<file path="src/rtl/iodec_pkg.sv">
package iodec_pkg;

   typedef enum logic [2:0] {
      RGN_NONE,
      RGN_CON,
      RGN_CAS,
      RGN_DSK,
      RGN_TRAP,
      RGN_GPP
   } rgn_e;

   localparam int NUM_DEV = 3;

   // device index order: 0 console, 1 cassette, 2 disk slot
   function automatic logic [7:0] dev_first(input int idx);
      case (idx)
         0:       return 8'hE8;
         1:       return 8'hF8;
         default: return 8'h78;
      endcase
   endfunction

   function automatic logic [7:0] dev_last(input int idx);
      case (idx)
         0:       return 8'hEF;
         1:       return 8'hF9;
         default: return 8'h7B;
      endcase
   endfunction

   localparam logic [7:0] GPP_PORT = 8'hF2;

   function automatic logic is_trap_port(input logic [7:0] p);
      return (p == 8'hF0) || (p == 8'hF1) || (p == 8'hFA) || (p == 8'hFB);
   endfunction

   function automatic logic [1:0] view_code(input logic rom_en, input logic wp);
      if (!rom_en)
         return 2'd2;
      else if (wp)
         return 2'd0;
      else
         return 2'd1;
   endfunction

endpackage

</file>
<file path="src/rtl/iodec_addr_map.sv">
module iodec_addr_map
   import iodec_pkg::*;
(
   input  logic [7:0]         port_lo,
   input  logic               acc_rd,
   input  logic               acc_wr,
   output logic [NUM_DEV-1:0] dev_sel,
   output logic               trap_hit,
   output logic               gpp_hit,
   output rgn_e               region
);

   logic [NUM_DEV-1:0] in_win;

   for (genvar g = 0; g < NUM_DEV; g++) begin : g_win
      localparam logic [7:0] LO = dev_first(g);
      localparam logic [7:0] HI = dev_last(g);
      assign in_win[g]  = (port_lo >= LO) && (port_lo <= HI);
      assign dev_sel[g] = (acc_rd | acc_wr) & in_win[g];
   end

   logic any_acc;
   assign any_acc  = acc_rd | acc_wr;
   assign trap_hit = any_acc & is_trap_port(port_lo);
   assign gpp_hit  = any_acc & (port_lo == GPP_PORT);

   always_comb begin
      region = RGN_NONE;
      if (in_win[0])
         region = RGN_CON;
      else if (in_win[1])
         region = RGN_CAS;
      else if (in_win[2])
         region = RGN_DSK;
      else if (is_trap_port(port_lo))
         region = RGN_TRAP;
      else if (port_lo == GPP_PORT)
         region = RGN_GPP;
   end

endmodule

</file>
<file path="src/rtl/iodec_nmi_stretch.sv">
module iodec_nmi_stretch #(
   parameter int NMI_CYCLES = 400
) (
   input  logic clk,
   input  logic rst_n,
   input  logic trig,
   output logic pulse
);

   localparam int CW = $clog2(NMI_CYCLES + 1);
   localparam logic [CW-1:0] LOAD = CW'(NMI_CYCLES);

   logic [CW-1:0] remain_q;

   always_ff @(posedge clk or negedge rst_n) begin
      if (!rst_n)
         remain_q <= '0;
      else if (trig)
         remain_q <= LOAD;
      else if (remain_q != '0)
         remain_q <= remain_q - 1'b1;
   end

   assign pulse = (remain_q != '0);

endmodule

</file>
<file path="src/rtl/iodec_tick_irq.sv">
module iodec_tick_irq #(
   parameter int TICK_CYCLES = 400000
) (
   input  logic clk,
   input  logic rst_n,
   input  logic enable,
   input  logic ack,
   output logic irq
);

   localparam int CW = (TICK_CYCLES > 1) ? $clog2(TICK_CYCLES) : 1;
   localparam logic [CW-1:0] WRAP = CW'(TICK_CYCLES - 1);

   logic [CW-1:0] div_q;
   logic          tick;
   logic          irq_q;

   assign tick = (div_q == WRAP);

   always_ff @(posedge clk or negedge rst_n) begin
      if (!rst_n)
         div_q <= '0;
      else if (tick)
         div_q <= '0;
      else
         div_q <= div_q + 1'b1;
   end

   always_ff @(posedge clk or negedge rst_n) begin
      if (!rst_n)
         irq_q <= 1'b0;
      else if (tick && enable)
         irq_q <= 1'b1;
      else if (ack)
         irq_q <= 1'b0;
   end

   assign irq = irq_q;

endmodule

</file>
<file path="src/rtl/io_port_decoder.sv">
module io_port_decoder
   import iodec_pkg::*;
#(
   parameter int ADDR_W      = 16,
   parameter int DATA_W      = 8,
   parameter int NMI_CYCLES  = 400,
   parameter int TICK_CYCLES = 400000,
   parameter int ROM_EN_BIT  = 5,
   parameter int WP_BIT      = 3,
   parameter int TMR_EN_BIT  = 1
) (
   input  logic              clk,
   input  logic              rst_n,
   input  logic [ADDR_W-1:0] io_addr,
   input  logic              io_rd,
   input  logic              io_wr,
   input  logic [DATA_W-1:0] io_wdata,
   input  logic [DATA_W-1:0] sw_bank,
   input  logic [DATA_W-1:0] con_rdata,
   input  logic [DATA_W-1:0] cas_rdata,
   input  logic [DATA_W-1:0] dsk_rdata,
   input  logic              tmr_ack,
   output logic              con_cs,
   output logic              cas_cs,
   output logic              dsk_cs,
   output logic [DATA_W-1:0] io_rdata,
   output logic              nmi_out,
   output logic              tmr_irq,
   output logic [1:0]        mem_view,
   output logic [1:0]        exp_bits
);

   localparam logic [DATA_W-1:0] LATCH_RST =
      DATA_W'((1 << ROM_EN_BIT) | (1 << TMR_EN_BIT));
   localparam logic [DATA_W-1:0] ALL_ONES = '1;

   if (DATA_W != 8) begin : g_bad_width
      $error("io_port_decoder: DATA_W must be 8");
   end
   if (ADDR_W < 8) begin : g_bad_addr
      $error("io_port_decoder: ADDR_W must be at least 8");
   end
   if (ROM_EN_BIT > 5 || WP_BIT > 5 || TMR_EN_BIT > 5 ||
       ROM_EN_BIT < 0 || WP_BIT < 0 || TMR_EN_BIT < 0) begin : g_bad_bitpos
      $error("io_port_decoder: control bits must lie in 5:0");
   end
   if (ROM_EN_BIT == WP_BIT || ROM_EN_BIT == TMR_EN_BIT ||
       WP_BIT == TMR_EN_BIT) begin : g_bad_overlap
      $error("io_port_decoder: control bits must be distinct");
   end
   if (NMI_CYCLES < 1 || TICK_CYCLES < 2) begin : g_bad_count
      $error("io_port_decoder: pulse and tick counts too small");
   end

   logic [7:0]         port_lo;
   logic [NUM_DEV-1:0] dev_sel;
   logic               trap_hit;
   logic               gpp_hit;
   rgn_e               region;

   assign port_lo = io_addr[7:0];

   iodec_addr_map u_map (
      .port_lo (port_lo),
      .acc_rd  (io_rd),
      .acc_wr  (io_wr),
      .dev_sel (dev_sel),
      .trap_hit(trap_hit),
      .gpp_hit (gpp_hit),
      .region  (region)
   );

   assign con_cs = dev_sel[0];
   assign cas_cs = dev_sel[1];
   assign dsk_cs = dev_sel[2];

   // general purpose latch
   logic [DATA_W-1:0] gpp_q;

   always_ff @(posedge clk or negedge rst_n) begin
      if (!rst_n)
         gpp_q <= LATCH_RST;
      else if (gpp_hit && io_wr)
         gpp_q <= io_wdata;
   end

   logic rom_en_w;
   logic wp_w;
   logic tmr_en_w;

   assign rom_en_w = gpp_q[ROM_EN_BIT];
   assign wp_w     = gpp_q[WP_BIT];
   assign tmr_en_w = gpp_q[TMR_EN_BIT];
   assign mem_view = view_code(rom_en_w, wp_w);
   assign exp_bits = gpp_q[7:6];

   // read data steering
   always_comb begin
      case (region)
         RGN_CON:  io_rdata = con_rdata;
         RGN_CAS:  io_rdata = cas_rdata;
         RGN_DSK:  io_rdata = dsk_rdata;
         RGN_TRAP: io_rdata = '0;
         RGN_GPP:  io_rdata = sw_bank;
         default:  io_rdata = ALL_ONES;
      endcase
   end

   iodec_nmi_stretch #(.NMI_CYCLES(NMI_CYCLES)) u_nmi (
      .clk  (clk),
      .rst_n(rst_n),
      .trig (trap_hit),
      .pulse(nmi_out)
   );

   iodec_tick_irq #(.TICK_CYCLES(TICK_CYCLES)) u_tick (
      .clk   (clk),
      .rst_n (rst_n),
      .enable(tmr_en_w),
      .ack   (tmr_ack),
      .irq   (tmr_irq)
   );

endmodule

</file>
<file path="config.mk">
export PLATFORM = sky130hd
export DESIGN_NAME = io_port_decoder
export DESIGN_NICKNAME = d
export VERILOG_FILES = /design/src/rtl/iodec_pkg.sv /design/src/rtl/iodec_addr_map.sv /design/src/rtl/iodec_nmi_stretch.sv /design/src/rtl/iodec_tick_irq.sv /design/src/rtl/io_port_decoder.sv
export SDC_FILE = /design/constraint.sdc
export NUM_CORES = 1
export LEC_CHECK = 0
export ABC_AREA = 1
export CORE_AREA = 2 2 73 75
export DETAILED_ROUTE_END_ITERATION = 10
export DIE_AREA = 0 0 75 77
export DONT_BUFFER_PORTS = 1
export HOLD_SLACK_MARGIN = 0.02
export PLACE_DENSITY = 0.6
export SETUP_SLACK_MARGIN = 0.05
export SYNTH_ARGS = -nofsm -noshare
export SYNTH_HDL_FRONTEND = slang
export SYNTH_SLANG_ARGS = --single-unit
</file>
<file path="constraint.sdc">
create_clock -name clk -period 3.8 [get_ports clk]
set_input_delay 0.38 -clock clk [delete_from_list [all_inputs] [get_ports clk]]
set_output_delay 0.38 -clock clk [all_outputs]
set_load 0.02 [all_outputs]
</file>
Yosys cells after proc, flatten, opt, wreduce, memory -nomap -nowiden
Cells that the tools add are included.
{ "classes": {"eq_ne": 11, "bitwise_logic": 6, "add_sub_neg": 2, "order_cmp": 6, "mux": 13, "reduce_logical": 11} }
{ "op_table": {"columns": ["cell", "n"], "rows": [
  ["$eq A8 B8 Y1 const B", 5],
  ["$pmux W8 S5", 1],
  ["$add A19 B1 Y19 const B", 1],
  ["$eq A19 B19 Y1 const B", 1],
  ["$mux W19", 1],
  ["$mux W9", 2],
  ["$ge A8 B8 Y1 const B", 2],
  ["$le A8 B8 Y1 const B", 2],
  ["$mux W3", 5],
  ["$reduce_bool A9 Y1", 1],
  ["$sub A9 B1 Y9 const B", 1],
  ["$ge A8 B7 Y1 const B", 1],
  ["$le A8 B7 Y1 const B", 1],
  ["$eq A3 B2 Y1 const B", 2],
  ["$eq A3 B3 Y1 const B", 2],
  ["$and A1 B1 Y1", 5],
  ["$logic_and A1 B1 Y1", 5],
  ["$reduce_bool A2 Y1", 2],
  ["$eq A3 B1 Y1 const B", 1],
  ["$logic_or A1 B1 Y1", 3],
  ["$mux W1", 3],
  ["$mux W2", 1],
  ["$or A1 B1 Y1", 1]
]} }
{ "word_totals": {"elab_cells": 53, "reg_bits": 37, "output_inout_bits": 17} }

Longest topological paths before layout
{ "logic_depth": {"depth_word": 10, "ltp_mapped": 10, "mapped_depth_nobuf": 9} }

By module
From an unflattened synthesis, not the netlist that was laid out.
{ "hier_totals": {"cells_unflattened": 371, "area_unflattened_um2": 2456.1} }
{ "by_module_without_submodules": {"columns": ["module", "area_per_inst_um2", "n_inst", "cells_each"], "rows": [
  ["iodec_tick_irq", 1126.1, 1, 152],
  ["io_port_decoder", 619.3, 1, 110],
  ["iodec_nmi_stretch", 541.8, 1, 75],
  ["iodec_addr_map", 168.9, 1, 34]
]} }

Worst setup path before layout
No wires, ideal clock.
{ "synth_timing": {"path_kind": "input to output", "start": "in io_addr[4]", "end": "out io_rdata[6]", "n_path_buf": 0, "stages": 7, "path_slack_ps": 2187, "arrival_time_ps": 1233, "path_cell_list": "nand2_1 > nor2_4 > nand3_2 > nand2_1 > nor2_2 > nand2_2 > nand4_1"} }
{ "synth_via": {"elab_chain_cells": 10, "word_cells_on_any_way": 28, "cone_classes": "6 x order compare; 10 x eq/ne; 6 x mux; 6 x reduce/logical"} }
{ "synth_rtl": {"columns": ["element", "line", "text"], "rows": [
  ["start: declaration", "io_port_decoder.sv:14", "input logic [ADDR_W-1:0] io_addr,"],
  ["parallel branches: the longest is 7 deep, another holds $ge A8 B7 Y1", null, null],
  ["$mux W3 (*)", "iodec_addr_map.sv:29", "if (in_win[0])"],
  ["$eq A3 B3 Y1 (tied with other cells)", "io_port_decoder.sv:99", "case (region)"],
  ["$pmux W8 S5 (*)", "io_port_decoder.sv:99", null],
  ["end: declaration", "io_port_decoder.sv:26", "output logic [DATA_W-1:0] io_rdata,"]
]} }
Mark *: on every way between the ends.

Worst setup path in the final report
{ "layout_timing": {"start": "reg u_nmi.remain_q[0]", "end": "out nmi_out"} }
{ "layout_via": {"elab_chain_cells": 1} }
{ "layout_rtl": {"columns": ["element", "line", "text"], "rows": [
  ["start: declaration", "iodec_nmi_stretch.sv:13", "logic [CW-1:0] remain_q;"],
  ["start signal: assignment", "iodec_nmi_stretch.sv:21", "remain_q <= remain_q - 1'b1;"],
  ["$reduce_bool A9 Y1", "iodec_nmi_stretch.sv:24", "assign pulse = (remain_q != '0);"],
  ["end: declaration", "io_port_decoder.sv:27", "output logic nmi_out,"]
]} }
Every way passes these cells.

==> results.md <==
* Cell count after synthesis at 329
* Slew HR at 60.8%
* Reg area at 853 um2
* Crit path DAT at 1.51 ns
* TritonCTS clock tree: built
* Antenna viol nets, final at 0
* Top Ports at 78
* Pre-CTS setup slack at 2.04 ns
* Syn Area/Cell at 7.26 um2
* Synth cell count leaders: nand2_1, inv_1, nor2_1
* Slew @ Worst Pin at 0.583 ns
* Initial Utilization at 48.0%
* Post-synth cell types at 32
* Design area at 2570 um2
* Post-Route Skew at 0.00625 ns
* H-tree Lvls at 2
* Clk pin slew, worst setup/hold paths at 0.07 ns
* Top cells by area, synth: dfrtp_1, nand2_1, inv_1
* Status: finished, final reports clean
* Lkg Pwr at 1.28 nW
* Final setup fails at 0
* HPWL Detailed at 4000 um
* Core Region at 4980 um2
* Multi-input logic area at 1310 um2
* Fin util at 51.7%
* Via density at 4.97
* Pwr dens at 347 nW/um2
* Number of synthesized flops with an enable pin at 0
* Total Power at 892 uW
* Startpoint Class: register
* Synth-to-Final Area Change at 7.81%
* CTS buffer count at 5
* Crit path max fanout at 7
* Synth Warn # at 0
* DR iter-0 viols at 120
* CP Data Required Time at 3.42 ns
* Grt ovf at 0
* Final Cycle Share at 49.6%
* Clk buf depth at 2
* Pre-Repair DR Iteration Count at 5
* Post-synth top area share at 33.5%
* Die Height at 77 um
* DRT Wirelength at 5050 um
* CTS sink count at 34
* Final max-slew violation count at 0
* Final min period at 1.89 ns
* Unrepaired setup endpoints after global routing: false
* Die width at 75 um
* Initial antenna violation count at 0
* Vias in the first global route at 2014
* Hold/Removal Path Class: primary input to register
* Synthesized net count at 392
* Clk_lat worst skew at 0.29 ns
* Final hold vios at 0
* Fin worst setup slack at 1.91 ns
* GRT Total Usage at 20.0%
* # resized after CTS at 0
* Die area at 5780 um2
* Nets@finish at 398
* Critical Path End Type: output pin
* Count leader, synth: nand2_1
* Rows at 26
* Avg WL per Cell at 12.4 um
* Gpl congestion at 0.883
* Flops & latches, synth at 34
* Seq/Total Area, Yosys at 35.7%
* Ys async rst share at 100%
* Worst VDD drop at 0.151 mV
* CTS root buf: clkbuf_8
* Pin count of the biggest net entering global routing at 35
* Post-synth top flop: dfrtp_1
* First-pass GRT wire length at 8970 um
* # Max-Cap Violations at 0
* # DRC at 0
* Area of the mapped netlist at 2390 um2
* Share of cells above drive strength 1 at 16.7%
* Buffers on Ports at 0
* Achievable Freq at 530 MHz
* Setup CP Type: register to output pin
* N_diodes at 0
* DP Area at 2450 um2
* Post-synth top area cell: dfrtp_1
* FILL cells at 490
* TNS Setup at 0 ns
* Via count at 2016
what timing repair did:
item / CTS / global route
endpoints found under the setup margin: 0 / 0
hold buffers: 2 / 0
buffers inserted: 0 / 0
endpoints found under the hold margin: 34 / 0
state kept, by name, summed over array words and instances, names as in the netlist:
register and cells:
gpp_q 5, u_tick.irq 1, u_nmi.remain_q 9, u_tick.div_q 19
cell families after synthesis:
| kind of cell | count (synthesis) | share of synthesized area, % |
|---|---|---|
| adder cells (fa/ha/maj) | 2 | 1.05 |
| AO/OA/AOI/OAI | 14 | 3.56 |
| flip-flops | 34 | 35.7 |
| XOR/XNOR | 15 | 5.50 |
| buffers and inverters | 56 | 9.28 |
| AND/OR/NAND/NOR | 208 | 44.9 |
per-stage QoR:
stage	std cells	hold slack, ns
after floorplan	329	0.0844
after global placement	396	0.0852
after detailed placement	396	0.0852
after CTS	406	0.182
after global routing	406	0.177
final	406	0.191
final cells by class:
class | count | share of cell area [%]
clock buffer | 7 | 3.35
clock inverter | 1 | 0.194
inverter | 53 | 7.73
multi-input combinational | 239 | 51.0
sequential | 34 | 33.2
tap | 70 | 3.40
timing repair buffer | 2 | 1.17
worst paths after layout:
check                                  startpoint                 to  slack [ns]  cells past startpoint
worst max-delay path            u_nmi.remain_q[0]            nmi_out        1.91                      5
worst min-delay path                      tmr_ack         u_tick.irq        0.19                      1
worst max register to register    u_tick.div_q[0]    u_tick.div_q[9]        2.12                      6
max in group asynchronous                   rst_n           gpp_q[1]        3.01                      2
worst min register to register  u_nmi.remain_q[0]  u_nmi.remain_q[0]        0.48                      1
min in group asynchronous                   rst_n   u_tick.div_q[14]        0.54                      2
placed cells by master, fill, tap and decap left out, types with 3 or more instances in the layout:
cell	synthesis	layout
nand2_1	78	78
dfrtp_1	32	32
clkbuf_8	0	6
xor2_1	13	13
nand3_2	3	3
inv_2	6	6
nand3_1	34	34
a21oi_1	6	6
nor3_1	3	3
nor2_4	6	6
nor2_1	43	43
nand2_2	7	7
nor3_2	5	5
inv_1	47	47
nor2_2	10	10
nand4_1	11	11
critical path, cell delays in order, from the launching register on:
cell      delay (ns)
dfrtp_1         0.39
inv_1           0.12
ha_1            0.22
nand3_1         0.12
nor2_2          0.17
nand3b_4        0.20
power breakdown:
part / internal, mW / switching (mW) / total (mW)
clock: 0.146 / 0.131 / 0.277
combinational: 0.0716 / 0.0911 / 0.163
sequential: 0.409 / 0.0431 / 0.452
total: 0.627 / 0.265 / 0.892
layer usage:
metal	GRT usage [%]	part of all wire (%)
met1	25.5	46
met2	32.7	47
met3	4.99	5.4
met4	6.43	1.4
met5	0	0
Note: power is estimated with default switching activity, not from simulation.
